<file path="src/rtl/dcp_pkg.sv">
package dcp_pkg;
  // Byte offsets decoded by software
  localparam int unsigned OFS_CTRL = 'h00;
  localparam int unsigned OFS_LOW  = 'h18;
  localparam int unsigned OFS_HIGH = 'h1C;

  // Control word bit positions
  localparam int unsigned BIT_EN   = 0;
  localparam int unsigned BIT_MODE = 2;
  localparam int unsigned BIT_UPD  = 5;
  localparam int unsigned BIT_TRIG = 9;
  localparam int unsigned BIT_INV  = 10;
  localparam int unsigned BIT_DRV  = 14;

  typedef struct packed {
    logic idle;      // not running, or period length is zero
    logic boundary;  // last cycle of the current period
  } gen_stat_t;
endpackage

</file>
<file path="src/rtl/dcp_regs.sv">
module dcp_regs
  import dcp_pkg::*;
#(
  parameter int unsigned ADDR_W = 8,
  parameter int unsigned DATA_W = 32,
  parameter int unsigned CNT_W  = 32
) (
  input  logic              clk,
  input  logic              rst_n,
  input  logic [ADDR_W-1:0] addr,
  input  logic              we,
  input  logic [DATA_W-1:0] wdata,
  output logic [DATA_W-1:0] rdata,
  output logic [CNT_W-1:0]  shd_high,
  output logic [CNT_W-1:0]  shd_low,
  output logic              run_q,
  output logic              upd_req,
  output logic              upd_run
);
  logic [DATA_W-1:0] ctrl_q;
  logic hit_ctrl, hit_low, hit_high;

  always_comb begin
    hit_ctrl = (addr == ADDR_W'(OFS_CTRL));
    hit_low  = (addr == ADDR_W'(OFS_LOW));
    hit_high = (addr == ADDR_W'(OFS_HIGH));
  end

  always_ff @(posedge clk or negedge rst_n) begin
    if (!rst_n) begin
      ctrl_q   <= '0;
      shd_high <= '0;
      shd_low  <= '0;
    end else if (we) begin
      if (hit_ctrl) ctrl_q   <= wdata;
      if (hit_low)  shd_low  <= wdata[CNT_W-1:0];
      if (hit_high) shd_high <= wdata[CNT_W-1:0];
    end
  end

  always_comb begin
    rdata = '0;
    if (hit_ctrl)      rdata = ctrl_q;
    else if (hit_low)  rdata[CNT_W-1:0] = shd_low;
    else if (hit_high) rdata[CNT_W-1:0] = shd_high;
  end

  always_comb begin
    run_q   = ctrl_q[BIT_EN] & ctrl_q[BIT_DRV];
    upd_req = we & hit_ctrl & wdata[BIT_UPD];
    upd_run = wdata[BIT_EN] & wdata[BIT_DRV];
  end

  AST_SHADOW_HIGH_HOLD: assert property (@(posedge clk) disable iff (!rst_n)
    !(we && hit_high) |=> $stable(shd_high));
  AST_SHADOW_LOW_HOLD: assert property (@(posedge clk) disable iff (!rst_n)
    !(we && hit_low) |=> $stable(shd_low));
endmodule

</file>
<file path="src/rtl/dcp_commit.sv">
module dcp_commit
  import dcp_pkg::*;
#(
  parameter int unsigned CNT_W = 32
) (
  input  logic             clk,
  input  logic             rst_n,
  input  logic             upd_req,
  input  logic             upd_run,
  input  logic [CNT_W-1:0] shd_high,
  input  logic [CNT_W-1:0] shd_low,
  input  gen_stat_t        stat,
  output logic [CNT_W-1:0] act_high,
  output logic [CNT_W-1:0] act_low,
  output logic             load
);
  logic pending;
  logic want;

  always_comb begin
    want = pending | upd_req;
    // copy now if nothing runs, the period ends, or the update stops the generator
    load = want & (stat.idle | stat.boundary | (upd_req & ~upd_run));
  end

  always_ff @(posedge clk or negedge rst_n) begin
    if (!rst_n) begin
      pending  <= 1'b0;
      act_high <= '0;
      act_low  <= '0;
    end else begin
      pending <= want & ~load;
      if (load) begin
        act_high <= shd_high;
        act_low  <= shd_low;
      end
    end
  end

  AST_DEFER_WHILE_RUNNING: assert property (@(posedge clk) disable iff (!rst_n)
    (upd_req && upd_run && !stat.idle && !stat.boundary) |=> ($stable(act_high) && $stable(act_low)));
  AST_NO_SPONTANEOUS_COPY: assert property (@(posedge clk) disable iff (!rst_n)
    (!upd_req && !pending) |=> ($stable(act_high) && $stable(act_low)));
endmodule

</file>
<file path="src/rtl/dcp_gen.sv">
module dcp_gen
  import dcp_pkg::*;
#(
  parameter int unsigned CNT_W = 32
) (
  input  logic             clk,
  input  logic             rst_n,
  input  logic             run,
  input  logic             load,
  input  logic [CNT_W-1:0] act_high,
  input  logic [CNT_W-1:0] act_low,
  output logic             pwm_out,
  output gen_stat_t        stat
);
  localparam int unsigned SUM_W = CNT_W + 1;

  logic [SUM_W-1:0] total;
  logic [SUM_W-1:0] pos;

  always_comb begin
    total         = {1'b0, act_high} + {1'b0, act_low};
    stat.idle     = ~run | (total == '0);
    stat.boundary = ~stat.idle & (pos == total - SUM_W'(1));
    pwm_out       = run & (pos < {1'b0, act_high});
  end

  always_ff @(posedge clk or negedge rst_n) begin
    if (!rst_n)                             pos <= '0;
    else if (load || stat.idle || stat.boundary) pos <= '0;
    else                                    pos <= pos + SUM_W'(1);
  end

  AST_POS_IN_RANGE: assert property (@(posedge clk) disable iff (!rst_n)
    !stat.idle |-> (pos < total));
  AST_IDLE_RESTART: assert property (@(posedge clk) disable iff (!rst_n)
    !run |=> (pos == '0));
  AST_RISE_AT_START: assert property (@(posedge clk) disable iff (!rst_n)
    $rose(pwm_out) |-> (pos == '0));
  AST_ZERO_LOW_HIGH: assert property (@(posedge clk) disable iff (!rst_n)
    (run && act_high != '0 && act_low == '0) |-> pwm_out);
endmodule

</file>
<file path="src/rtl/dcp_pwm_top.sv">
module dcp_pwm_top
  import dcp_pkg::*;
#(
  parameter int unsigned ADDR_W = 8,
  parameter int unsigned DATA_W = 32,
  parameter int unsigned CNT_W  = 32
) (
  input  logic              clk,
  input  logic              rst_n,
  input  logic [ADDR_W-1:0] bus_addr,
  input  logic              bus_we,
  input  logic [DATA_W-1:0] bus_wdata,
  output logic [DATA_W-1:0] bus_rdata,
  output logic              pwm_out
);
  logic [CNT_W-1:0] shd_high, shd_low, act_high, act_low;
  logic run_q, upd_req, upd_run, load;
  gen_stat_t stat;

  dcp_regs #(.ADDR_W(ADDR_W), .DATA_W(DATA_W), .CNT_W(CNT_W)) u_regs (
    .clk(clk), .rst_n(rst_n), .addr(bus_addr), .we(bus_we), .wdata(bus_wdata),
    .rdata(bus_rdata), .shd_high(shd_high), .shd_low(shd_low), .run_q(run_q),
    .upd_req(upd_req), .upd_run(upd_run)
  );

  dcp_commit #(.CNT_W(CNT_W)) u_commit (
    .clk(clk), .rst_n(rst_n), .upd_req(upd_req), .upd_run(upd_run),
    .shd_high(shd_high), .shd_low(shd_low), .stat(stat),
    .act_high(act_high), .act_low(act_low), .load(load)
  );

  dcp_gen #(.CNT_W(CNT_W)) u_gen (
    .clk(clk), .rst_n(rst_n), .run(run_q), .load(load),
    .act_high(act_high), .act_low(act_low), .pwm_out(pwm_out), .stat(stat)
  );

  AST_GATED_LOW: assert property (@(posedge clk) disable iff (!rst_n)
    !run_q |-> !pwm_out);
  AST_ZERO_HIGH_LOW: assert property (@(posedge clk) disable iff (!rst_n)
    (act_high == '0) |-> !pwm_out);
endmodule

</file>
<file path="config.mk">
export PLATFORM = sky130hd
export DESIGN_NAME = dcp_pwm_top
export DESIGN_NICKNAME = d
export VERILOG_FILES = /design/src/rtl/dcp_pkg.sv /design/src/rtl/dcp_regs.sv /design/src/rtl/dcp_commit.sv /design/src/rtl/dcp_gen.sv /design/src/rtl/dcp_pwm_top.sv
export SDC_FILE = /design/constraint.sdc
export NUM_CORES = 1
export LEC_CHECK = 0
export BUFFER_PORTS_ARGS = -buffer_cell sky130_fd_sc_hd__buf_4
export CAP_MARGIN = 20
export CORE_MARGIN = 4
export CORE_UTILIZATION = 45
export DETAILED_ROUTE_END_ITERATION = 6
export PLACE_DENSITY = 0.58
export SYNTH_ARGS = -nofsm -noshare
export SYNTH_HDL_FRONTEND = slang
export SYNTH_SLANG_ARGS = --single-unit
</file>
<file path="constraint.sdc">
create_clock -name clk -period 8.8 [get_ports clk]
set_clock_uncertainty 0.15 [all_clocks]
set_input_delay 1.76 -clock clk [delete_from_list [all_inputs] [get_ports clk]]
set_output_delay 1.76 -clock clk [all_outputs]
set_load 0.05 [all_outputs]
</file>
After elaboration in Yosys (flattened, before gate mapping). Index checks and enable logic that the tools add are counted. W data, S select, Z words.

Memories kept: 0. Register bits after elaboration: 194. Bits in latches: 0. Input port bits: 43. Logic and storage cells: 42. Output and inout port bits: 33. RAM bits: 0. ROM bits: 0.

Bitwise operators: 17. $lt $le $gt $ge: 1. Shift operators: 0. Reduce and logical (&&, ||, !) cells: 7. $add $sub $neg: 3. Div/mod/pow operators: 0. $mul: 0. Muxes and demuxes: 4. Eq/ne operators: 3.

Operator list (count): $mux W32 (3); $add A32 B32 Y33 (1); $add A33 B1 Y33 const B (1); $eq A33 B33 Y1 (1); $logic_not A33 Y1 (1); $lt A33 B32 Y1 (1); $mux W33 (1); $sub A33 B1 Y33 const B (1); $eq A8 B5 Y1 const B (2); $and A1 B1 Y1 (9); $logic_not A8 Y1 (1); $reduce_and A2 Y1 (3); $not A1 Y1 (4); $or A1 B1 Y1 (4); $logic_or A1 B1 Y1 (2).

Longest topological paths before layout.
Word-level depth: 11. Depth in mapped cells: 20. Depth with buffers taken out: 16.

Hierarchy. Synthesis repeated with hierarchy kept, for this count alone.

Cell total of the unflattened synthesis: 1239. Area, all modules: 12973.7 µm².

Modules (own cells, without submodules): dcp_gen (cells an instance 770, area an instance 5883.1 µm², sequential area each 825.8 µm², instances 1); dcp_regs (cells an instance 327, area an instance 4634.4 µm², sequential area each 2402.3 µm², instances 1); dcp_commit (cells an instance 142, area an instance 2456.1 µm², sequential area each 1626.6 µm², instances 1).

Least setup slack after synthesis. OpenSTA, ideal clock, no wires.

Kind: in2out. Start: input port bus_addr[0]. End: output port bus_rdata[10]. Buffers on the path: 1. Setup slack: 3.052 ns. Stages on the path: 5. Arrival time: 3.838 ns. Required time: 6.890 ns. Cells stage by stage: or4_1 nor2_1 nand3_1 clkbuf_1 o21ai_0.

Longest elaborated chain between the ends: 4. Elaborated cells between the ends (all ways): 6. Classes of those cells: 2 x eq/ne; 3 x mux; 1 x reduce/logical.

Ends and longest elaborated chain: start, declared (line dcp_pwm_top.sv:10) `input logic [ADDR_W-1:0] bus_addr,`; $eq A8 B5 Y1 (line dcp_regs.sv:26) `hit_high = (addr == ADDR_W'(OFS_HIGH));`; $mux W32 (line dcp_regs.sv:45) `else if (hit_high) rdata[CNT_W-1:0] = shd_high;`; $mux W32 (line dcp_regs.sv:44) `else if (hit_low) rdata[CNT_W-1:0] = shd_low;`; $mux W32 * (line dcp_regs.sv:43) `if (hit_ctrl) rdata = ctrl_q;`; end, declared (line dcp_pwm_top.sv:13) `output logic [DATA_W-1:0] bus_rdata,`.

Mark *: on every way between the ends. The rest lies on a longest branch, timed or not.

Worst setup path after layout.
Start: register u_commit.act_high[0]. End: register u_commit.act_high[1].

Longest elaborated chain between the ends: 8. Elaborated cells between the ends (all ways): 10. Classes of those cells: 2 x add/sub; 1 x eq/ne; 6 x bitwise; 1 x reduce/logical.

Ends and longest elaborated chain: start, declared (line dcp_commit.sv:13) `output logic [CNT_W-1:0] act_high,`; start signal, assigned (line dcp_commit.sv:34) `act_high <= shd_high;`; $add A32 B32 Y33 * (line dcp_gen.sv:21) `total = {1'b0, act_high} + {1'b0, act_low};`; branches (longest 4 deep; another with $sub A33 B1 Y33); $or A1 B1 Y1 * (2 in a row) (line dcp_commit.sv:23) `load = want & (stat.idle | stat.boundary | (upd_req & ~upd_run));`; $and A1 B1 Y1 * (line dcp_commit.sv:23).

Every way passes the cells marked *. A chain may end at the register's enable or synchronous reset.

==> out/results.ini <==
[run_status]
outcome=complete, no violations

[die]
fp.dieArea_sq_mm=0.0318
die_w_um=178
rows=62
die_y_um=178
design.core.area_sq_mm=0.0286
io_pins=76
start_util_pct=45.6

[power]
vdd_drop_max_uv=133
clkPwrFrac_pct=44.5
powerDensity_mw_per_mm2=128
swShare_pct=27.0
leakage_nw=6.84
seq_power_share_pct=50.1
internal_power_mw=1.36
p_sw_mw=0.502
p_comb_share_pct=5.4
power_mw=1.86

[synth]
yosysUniqueCellTypes=84
synth_top_area_share_pct=37.2
netlist_area_sq_mm=0.0130
synthesis.nets=1452
synthAdderAreaFrac_pct=6.39
synth_edf_count=0
synth_cells=1343
synth_top_cell_by_area=dfrtp_1
async_flop_share_pct=100
synth-simple-area-share_pct=16.1
synthXorXnorAreaFrac_pct=6.39
synthMuxAreaShare_pct=16.6
yosysWarningCount=0
synth-seq-cells=194
ys_seq_area_share_pct=37.2
synth.area.top_cells=dfrtp_1, mux2_2, ha_1
synthFlopType=dfrtp_1
synth_compound_area_share_pct=13.5
syn_area_per_cell_sq_um=9.71
synth_top_family_by_area=multiplexers

[critical_path]
start_kind=flip-flop
worstPathArrival_ps=6580
path_cells=ha_1 > inv_1 > fa_1 > nor2b_1 > o2111ai_1 > a311oi_1 > o211ai_1 > o211ai_2 > o2111ai_2 > or4_1 > or4_1 > a211o_1 > a211oi_1 > nand4_1 > o22ai_4 > buf_4 > mux2_2
required_ps=8980
slowest_stage=or4_1
critical_path.max_fanout=28
cpMostUsedCell=or4_1
end_kind=flip-flop
max_stage_delay_ps=720
crit_type=flip-flop to flip-flop

[global_route]
grt_pass1_vias=9945
globalRouteTotalUtil_pct=22.3
grt_pass1_wl_mm=55.9
antenna_found_initial=1
overflow=0
grt_max_degree=80

[clock_tree]
post_cts_resized=0
cts-root-buf=clkbuf_16
clkSlewWorstSetupHoldPaths_ps=80
h-tree-depth=4
cts_hold_buf=0
cts_tree=yes
clockBufferDepth=2
cts_buffers=17
clk_latency_ps=450
cts_setup_buffers=0
clock-sinks=194

[sta]
slew_violations=0
fin_crit_sh_pct=72.8
worst_pin_slew_ps=1100
setup_tns_ps=0
hold_viol=0
fmax_mhz=156
rsz0062_at_grt=false
slew_headroom_pct=26.3
min_period_ps=6410
setup_viol=0

[routing]
first_iter_violations=843
drcViolationCount=0
drtPass1Iterations=5
vias_per_cell=5.76
ant_nets=0
drt-total-wl_mm=34.5
wl_per_cell_um=19.4
vias=10258

[final_layout]
area_delta_synth_final_pct=11.3
n_fill_cell=2686
final_cell_mix=dfrtp_1, nand2_1, mux2_2
fin_nets=1492
design_area_sq_mm=0.0145
antenna-diode-count=0
drive_above_1_share_pct=17.3
final_common_cell=dfrtp_1

[worst_hold_path]
min_path_type=flip-flop to flip-flop

[placed_design]
placed_area_sq_mm=0.0139
gp_congestion=0.911
dp_hpwl_mm=26.0
io_buffers=75

[flow_run]
drv_cap=0

## Yosys cell counts, types with 6 or more instances
cell type and instances:
a211oi_1 6, a21o_1 25, a21oi_1 46, a311oi_1 6
a31oi_1 9, and2_1 16, and3_1 15, and4_1 6
buf_2 15, buf_6 6, clkbuf_1 38, dfrtp_1 194
ha_1 65, inv_1 51, mux2_1 60, mux2_2 100
mux2i_1 36, nand2_1 133, nand2b_1 7, nand3_1 31
nand4_1 27, nor2_1 92, nor2b_1 6, nor3_1 33
nor4_1 12, nor4b_1 7, o2111ai_1 8, o211ai_1 14
o21a_1 9, o21ai_0 63, or3_1 9, or4_1 8
xnor2_1 62, xor2_1 26
## logic make-up (layout without fill, tap and decap cells)
| group | count (synthesis) | count (layout) |
|---|---|---|
| xor gates and xnor gates | 91 | 91 |
| muxes | 196 | 196 |
| and+or+nand+nor | 425 | 425 |
| adders and majority gates | 66 | 66 |
| AOI/OAI and AO/OA | 256 | 256 |
| buffers and inverters | 115 | 168 |
| DFF | 194 | 194 |
## worst paths after layout
check,from,to,slack (ps),cells after the start
worst min register to register,u_commit.act_low[30]$_DFFE_PN0P_,u_commit.act_low[30]$_DFFE_PN0P_,350,1
worst max register to register,u_commit.act_high[0]$_DFFE_PN0P_,u_commit.act_high[1]$_DFFE_PN0P_,2390,17
min in group asynchronous,rst_n,u_gen.pos[28]$_DFF_PN0_,1170,1
worst min-delay path,u_commit.act_low[30]$_DFFE_PN0P_,u_commit.act_low[30]$_DFFE_PN0P_,350,1
max in group asynchronous,rst_n,u_commit.act_low[8]$_DFFE_PN0P_,5980,2
worst max-delay path,u_commit.act_high[0]$_DFFE_PN0P_,u_commit.act_high[1]$_DFFE_PN0P_,2390,17
## power by group through the flow
stage	clock network [mW]	registers [mW]	logic [mW]
2_1_floorplan	0	0.940	0.0527
3_3_place_gp	0	0.947	0.101
3_5_place_dp	0	0.948	0.103
4_1_cts	0.843	0.930	0.103
5_1_grt	0.878	0.934	0.114
6_report	0.826	0.931	0.101
## critical path, delay by kind of cell, from the launching register on
family                   cells  cell delay [ps]
AO/OA/AOI/OAI                8             2540
adder cells (fa/ha/maj)      2              660
buffers and inverters        2              530
flip-flops                   1              380
multiplexers                 1              380
AND/OR/NAND/NOR              4             1640
## registers in the layout, indices dropped and copies added (netlist names)
register / flops
u_regs.ctrl_q: 32
u_commit.act_high: 32
u_commit.pending: 1
u_regs.shd_low: 32
u_gen.pos: 33
u_regs.shd_high: 32
u_commit.act_low: 32
## final cells by class
| cell class | count | area (sq um) | area share, % |
|---|---|---|---|
| Clock inverter | 14 | 183 | 1.26 |
| Inverter | 51 | 191 | 1.32 |
| Clock buffer | 18 | 439 | 3.03 |
| Timing Repair Buffer | 85 | 644 | 4.44 |
| Sequential cell | 194 | 4850 | 33.4 |
| Tap cell | 384 | 480 | 3.31 |
| Multi-Input combinational cell | 1034 | 7720 | 53.2 |
## through the flow
step	cells	setup WS [ps]	utilization (%)	hold slack (ps)
5_1_grt	1780	2000	50.7	363
2_1_floorplan	1343	3050	-	312
4_1_cts	1780	2390	50.7	352
3_3_place_gp	1748	2530	48.5	324
3_5_place_dp	1748	2400	48.5	333
6_report	1780	2390	50.7	348
## layer usage
layer | global-route usage (%) | up-vias | part of all wire [%]
met2 | 32.6 | 224 | 43
met1 | 35.5 | 5043 | 52
met3 | 2.16 | 26 | 4.4
met5 | 0 | - | 0
met4 | 4.73 | 0 | 1.3
li1 | - | 4965 | -
No activity file was read; power rests on OpenSTA's default activity.
